--- src/rtl/flowctl_pkg.sv ---
package flowctl_pkg;
    localparam int FC_FILL_W   = 7;
    localparam int FC_NIB_W    = 4;
    localparam int FC_SCALE_SH = 2;
    localparam int FC_SYNC_N   = 2;

    typedef struct packed {
        logic halted;
        logic rts_n;
    } rts_state_t;

    typedef struct packed {
        logic busy;
    } gate_state_t;

    typedef struct packed {
        logic rts_prev;
        logic cts_prev;
        logic irq_rts;
        logic irq_cts;
    } irq_state_t;
endpackage

--- src/rtl/fc_sync.sv ---
module fc_sync #(
    parameter int STAGES = 2
) (
    input  logic clk,
    input  logic rst_n,
    input  logic din,
    output logic dout
);
    logic [STAGES-1:0] chain_d, chain_q;

    generate
        if (STAGES == 1) begin : g_one
            always_comb chain_d = din;
        end else begin : g_many
            always_comb chain_d = {chain_q[STAGES-2:0], din};
        end
    endgenerate

    always_ff @(posedge clk or negedge rst_n) begin
        if (!rst_n) chain_q <= '1;
        else        chain_q <= chain_d;
    end

    assign dout = chain_q[STAGES-1];
endmodule

--- src/rtl/fc_rts_hyst.sv ---
module fc_rts_hyst
    import flowctl_pkg::*;
#(
    parameter int FILL_W   = FC_FILL_W,
    parameter int NIB_W    = FC_NIB_W,
    parameter int SCALE_SH = FC_SCALE_SH
) (
    input  logic                 clk,
    input  logic                 rst_n,
    input  logic                 auto_en,
    input  logic                 man_bit,
    input  logic [2*NIB_W-1:0]   levels,
    input  logic [FILL_W-1:0]    fill,
    output logic                 rts_n
);
    localparam int LVL_W = NIB_W + SCALE_SH;

    rts_state_t st_d, st_q;
    logic [LVL_W-1:0]  stop_raw, go_raw;
    logic [FILL_W-1:0] stop_lvl, go_lvl;
    logic              active;

    always_comb begin
        stop_raw = {levels[NIB_W-1:0], {SCALE_SH{1'b0}}};
        go_raw   = {levels[2*NIB_W-1:NIB_W], {SCALE_SH{1'b0}}};
        stop_lvl = FILL_W'(stop_raw);
        go_lvl   = FILL_W'(go_raw);
        active   = auto_en && man_bit && (go_lvl < stop_lvl);

        st_d = st_q;
        if (!active) begin
            st_d.halted = 1'b0;
            st_d.rts_n  = ~man_bit;
        end else begin
            if (fill >= stop_lvl)     st_d.halted = 1'b1;
            else if (fill <= go_lvl)  st_d.halted = 1'b0;
            st_d.rts_n = st_d.halted;
        end
    end

    always_ff @(posedge clk or negedge rst_n) begin
        if (!rst_n) st_q <= '{halted: 1'b0, rts_n: 1'b1};
        else        st_q <= st_d;
    end

    assign rts_n = st_q.rts_n;
endmodule

--- src/rtl/fc_tx_gate.sv ---
module fc_tx_gate
    import flowctl_pkg::*;
(
    input  logic clk,
    input  logic rst_n,
    input  logic auto_en,
    input  logic cts_sync_n,
    input  logic req,
    input  logic done,
    output logic start,
    output logic active
);
    gate_state_t st_d, st_q;
    logic        allow;

    always_comb begin
        allow = !auto_en || !cts_sync_n;
        start = req && !st_q.busy && allow;
        st_d  = st_q;
        if (st_q.busy) begin
            if (done) st_d.busy = 1'b0;
        end else if (start) begin
            st_d.busy = 1'b1;
        end
    end

    always_ff @(posedge clk or negedge rst_n) begin
        if (!rst_n) st_q <= '{busy: 1'b0};
        else        st_q <= st_d;
    end

    assign active = st_q.busy;
endmodule

--- src/rtl/fc_irq.sv ---
module fc_irq
    import flowctl_pkg::*;
(
    input  logic clk,
    input  logic rst_n,
    input  logic en_rts,
    input  logic en_cts,
    input  logic rts_line,
    input  logic cts_line,
    input  logic clr,
    output logic irq_rts,
    output logic irq_cts
);
    irq_state_t st_d, st_q;
    logic       rts_chg, cts_chg;

    always_comb begin
        rts_chg = rts_line != st_q.rts_prev;
        cts_chg = cts_line != st_q.cts_prev;
        st_d          = st_q;
        st_d.rts_prev = rts_line;
        st_d.cts_prev = cts_line;
        if (clr) begin
            st_d.irq_rts = 1'b0;
            st_d.irq_cts = 1'b0;
        end
        if (en_rts && rts_chg) st_d.irq_rts = 1'b1;
        if (en_cts && cts_chg) st_d.irq_cts = 1'b1;
    end

    always_ff @(posedge clk or negedge rst_n) begin
        if (!rst_n) st_q <= '{rts_prev: 1'b1, cts_prev: 1'b1, irq_rts: 1'b0, irq_cts: 1'b0};
        else        st_q <= st_d;
    end

    assign irq_rts = st_q.irq_rts;
    assign irq_cts = st_q.irq_cts;
endmodule

--- src/rtl/rts_cts_flowctl.sv ---
module rts_cts_flowctl
    import flowctl_pkg::*;
#(
    parameter int FILL_W   = FC_FILL_W,
    parameter int NIB_W    = FC_NIB_W,
    parameter int SCALE_SH = FC_SCALE_SH,
    parameter int SYNC_N   = FC_SYNC_N
) (
    input  logic               clk,
    input  logic               rst_n,
    input  logic               cfg_auto_rts_en,
    input  logic               cfg_auto_cts_en,
    input  logic               cfg_rts_bit,
    input  logic [2*NIB_W-1:0] cfg_levels,
    input  logic [FILL_W-1:0]  rx_fill,
    output logic               rts_n,
    input  logic               cts_n,
    input  logic               tx_char_req,
    input  logic               tx_char_done,
    output logic               tx_start,
    output logic               tx_active,
    input  logic               irq_en_rts,
    input  logic               irq_en_cts,
    input  logic               msr_read,
    output logic               irq_rts,
    output logic               irq_cts
);
    logic cts_s;

    fc_sync #(.STAGES(SYNC_N)) u_sync (
        .clk(clk), .rst_n(rst_n), .din(cts_n), .dout(cts_s)
    );

    fc_rts_hyst #(.FILL_W(FILL_W), .NIB_W(NIB_W), .SCALE_SH(SCALE_SH)) u_rts (
        .clk(clk), .rst_n(rst_n), .auto_en(cfg_auto_rts_en), .man_bit(cfg_rts_bit),
        .levels(cfg_levels), .fill(rx_fill), .rts_n(rts_n)
    );

    fc_tx_gate u_gate (
        .clk(clk), .rst_n(rst_n), .auto_en(cfg_auto_cts_en), .cts_sync_n(cts_s),
        .req(tx_char_req), .done(tx_char_done), .start(tx_start), .active(tx_active)
    );

    fc_irq u_irq (
        .clk(clk), .rst_n(rst_n), .en_rts(irq_en_rts), .en_cts(irq_en_cts),
        .rts_line(rts_n), .cts_line(cts_s), .clr(msr_read),
        .irq_rts(irq_rts), .irq_cts(irq_cts)
    );
endmodule

--- config.mk ---
export PLATFORM = sky130hd
export DESIGN_NAME = rts_cts_flowctl
export DESIGN_NICKNAME = d
export VERILOG_FILES = /design/src/rtl/flowctl_pkg.sv /design/src/rtl/fc_sync.sv /design/src/rtl/fc_rts_hyst.sv /design/src/rtl/fc_tx_gate.sv /design/src/rtl/fc_irq.sv /design/src/rtl/rts_cts_flowctl.sv
export SDC_FILE = /design/constraint.sdc
export NUM_CORES = 1
export LEC_CHECK = 0
export ABC_AREA = 0
export BUFFER_PORTS_ARGS = -buffer_cell sky130_fd_sc_hd__buf_2
export CAP_MARGIN = 10
export CORE_MARGIN = 2
export CORE_UTILIZATION = 43
export CTS_CLUSTER_SIZE = 14
export DETAILED_ROUTE_END_ITERATION = 10
export PLACE_DENSITY = 0.86
export SETUP_SLACK_MARGIN = 0.15
export SYNTH_ARGS = -nofsm -noshare
export SYNTH_HDL_FRONTEND = slang
export SYNTH_HIERARCHICAL = 1
export SYNTH_SLANG_ARGS = --single-unit
--- constraint.sdc ---
create_clock -name clk -period 1.18 [get_ports clk]
set_clock_uncertainty 0.2 [all_clocks]
set_input_delay 0.118 -clock clk [delete_from_list [all_inputs] [get_ports clk]]
set_output_delay 0.118 -clock clk [all_outputs]
set_load 0.005 [all_outputs]
==> run metrics <==
Worst Tran Pin Value=0.374 ns; crit share post-route=119%; CTS root buffer=clkbuf_4; fill count=90; worst-path fanout max=2; die area=roughly 1700 sq um; clk sink count=9; setup ws final=-0.219 ns; Yosys warnings=6; overall global routing resource usage=between 20% and 30%; Yosys top cell area share=23.0%; post-route cell area=1050 sq um; Max Buffers Root-to-Sink=2; NumNets Final=~150; most used standard cell by instance count after synthesis=ha_1; initial antenna violation count=0; reg2reg end=u_irq/irq_cts; GRT overflow=0; Iteration-0 DRC Markers=20; Die X=41.3 um; vias per cell=between 5 and 6; global-route wire length before repair=~2500 um; Fin. Hold Viols=2; RSZ-0062 raised after global routing=yes; number of global-route vias before repair=approximately 650; Top FF cell, synth=dfstp_2; fraction of layout cells with a size suffix above 1=a little over half; TritonCTS buffer count=3; critical path endpoint category=output port; Synth Register Bits=9; Synth cell types=26; clk_lat worst skew=roughly 0.27 ns; RD Place Congestion=0.892; input/output buffers=30; final hold slack=-0.0610 ns; setup TNS=-0.662 ns; Post-Syn Area=roughly 600 sq um; placement-stage cell area=between 800 and 900 sq um; CP startpoint kind=register; CTS Hold Bufs=6; Syn Inst Count=57; n_diodes=0; Hold Crit Class=input port to register; failing checks=negative hold slack, negative setup slack; Pwr Total=0.927 mW; maxcap violations=0; DP Wirelength=1220 um; ys async rst share=100%; initial core utilization=around 46%; worst r2r src=u_sync/chain_q[1]; Post-Syn Nets=between 90 and 100; post-route insts no fill=approximately 120; number of synthesized flops with an enable pin=0; sequential fraction of the synthesis area=roughly 39%; antenna viol nets, final=0; pwr dens=just under 900 nW/um^2; routed wire length=about 1900 um; Multi-input gate area=397 sq um; Worst VDD drop=between 600 and 700 uV; DP Cell Count=roughly 110; final count of negative-setup-slack endpoints=7; Critical Path AT=~1.1 ns; Worst Setup SP=u_sync/chain_q[1]; Area Growth Syn to Fin=75.5%; Fmax=0.715 GHz; CTS HTree Levels=1; Synth area leader=ha_1; DRC=0; Critical Path Sink=tx_start; reg-to-reg slack, setup=-0.10 ns; pin count of the biggest net entering global routing=10; critical setup path kind=register to output port; TritonCTS clock tree=yes; Worst-path clk slew=0.07 ns; Detailed Routing Iterations Pass 1=4; Leakage Power=around 0.53 nW; Die Y=~41 um; post-layout min period=roughly 1.4 ns; Rows=13; Slew Limit Fails=0; # IOs=31; largest cells by area after synthesis=ha_1, dfstp_2, dfrtp_1; Core Area=~1300 sq um; Post-synth top cells=ha_1, inv_1, dfstp_2; WL per Instance=15.0 um; worst hold stages=3; Max-slew headroom=75.0%; Reg2Reg Depth=3; via count=roughly 660; Required @ worst endpoint=0.86 ns; Avg Inst Size Synth=about 10 sq um; Seq. cell area=approximately 230 sq um; status=finished, violations left
[worst max-delay path, stage by stage, from the launching register on]
cell	delay, ns
dfstp_2	0.53
a21bo_1	0.13
nor2_1	0.04
buf_2	0.12
[stage by stage]
step                utilization, %  worst slack (ns)
floorplan                        -            -0.134
global placement              63.7            -0.346
detailed placement            63.7            -0.411
CTS                           76.4            -0.217
global route                  80.7            -0.277
finish                        80.7            -0.219
[sequential cells by signal, summed over array words and instances (netlist names)]
| name | cells |
|---|---|
| u_rts/st_q | 1 |
| u_sync/chain_q | 2 |
| u_rts/rts_n | 1 |
| u_irq/irq_cts | 1 |
| u_gate/active | 1 |
| u_irq/st_q | 2 |
| u_irq/irq_rts | 1 |
[metal layers]
| metal | vias up | wire, um | GRT usage (%) |
|---|---|---|---|
| met5 | - | 0 | 0 |
| met3 | 8 | 118 | 6.38 |
| met4 | 0 | 37 | 12.1 |
| met1 | 312 | 650 | 20.5 |
| met2 | 35 | 1050 | 47.7 |
| li1 | 309 | - | - |
[cell type report]
cell class | instances | share of cell area [%]
Multi-Input combinational cell | 39 | 37.8
Sequential cell | 9 | 22.0
Timing Repair Buffer | 48 | 31.5
Tap cell | 15 | 1.79
Clock buffer | 4 | 2.50
Inverter | 9 | 4.41
[how the worst min path moves through the flow]
stage,slack [ns],endpoint,start
after floorplan,-0.38,u_gate/active,rst_n
after global placement,-0.23,u_irq/irq_cts,rst_n
after detailed placement,-0.22,u_gate/active,rst_n
after CTS,-0.07,u_rts/st_q[1],cfg_auto_rts_en
after global routing,-0.05,u_rts/st_q[1],cfg_auto_rts_en
final,-0.06,u_rts/st_q[1],cfg_auto_rts_en
[report_power, final]
group          total (mW)  switching (mW)  internal (mW)
registers           0.365          0.0182          0.346
logic               0.311           0.133          0.179
clock network       0.251           0.121          0.131
total               0.927           0.272          0.656
[placed cells by master, fill, tap and decap left out, types with 2 or more instances in the layout]
| cell | Yosys | layout |
|---|---|---|
| buf_2 | 0 | 27 |
| clkbuf_4 | 0 | 3 |
| a21oi_1 | 3 | 2 |
| buf_6 | 0 | 4 |
| nor2_1 | 2 | 2 |
| dlygate4sd3_1 | 0 | 6 |
| inv_1 | 9 | 8 |
| buf_4 | 0 | 10 |
| dfstp_2 | 5 | 5 |
| dfrtp_1 | 4 | 4 |
| nor2b_1 | 2 | 2 |
| xor2_1 | 2 | 2 |
| ha_4 | 0 | 2 |
| a22o_1 | 2 | 2 |
| ha_1 | 11 | 9 |
[logic make-up (layout without fill, tap and decap cells)]
kind of cell    after synthesis  after routing  synth area share [%]
compound gates               14             14                  17.2
fa+ha+maj                    11             11                  23.0
buf+inv                       9             61                  5.65
flops                         9              9                  38.7
mux                           1              1                  1.67
xor+xnor                      2              2                  2.93
simple gates                 11             11                  10.9
[timing repair]
item	CTS	global route
endpoints found under the setup margin	10	10
hold endpoints to repair	15	2
gates resized for setup	9	7
setup buffers	5	2
pin swaps	6	7
Power figures use the tool's default switching activity.
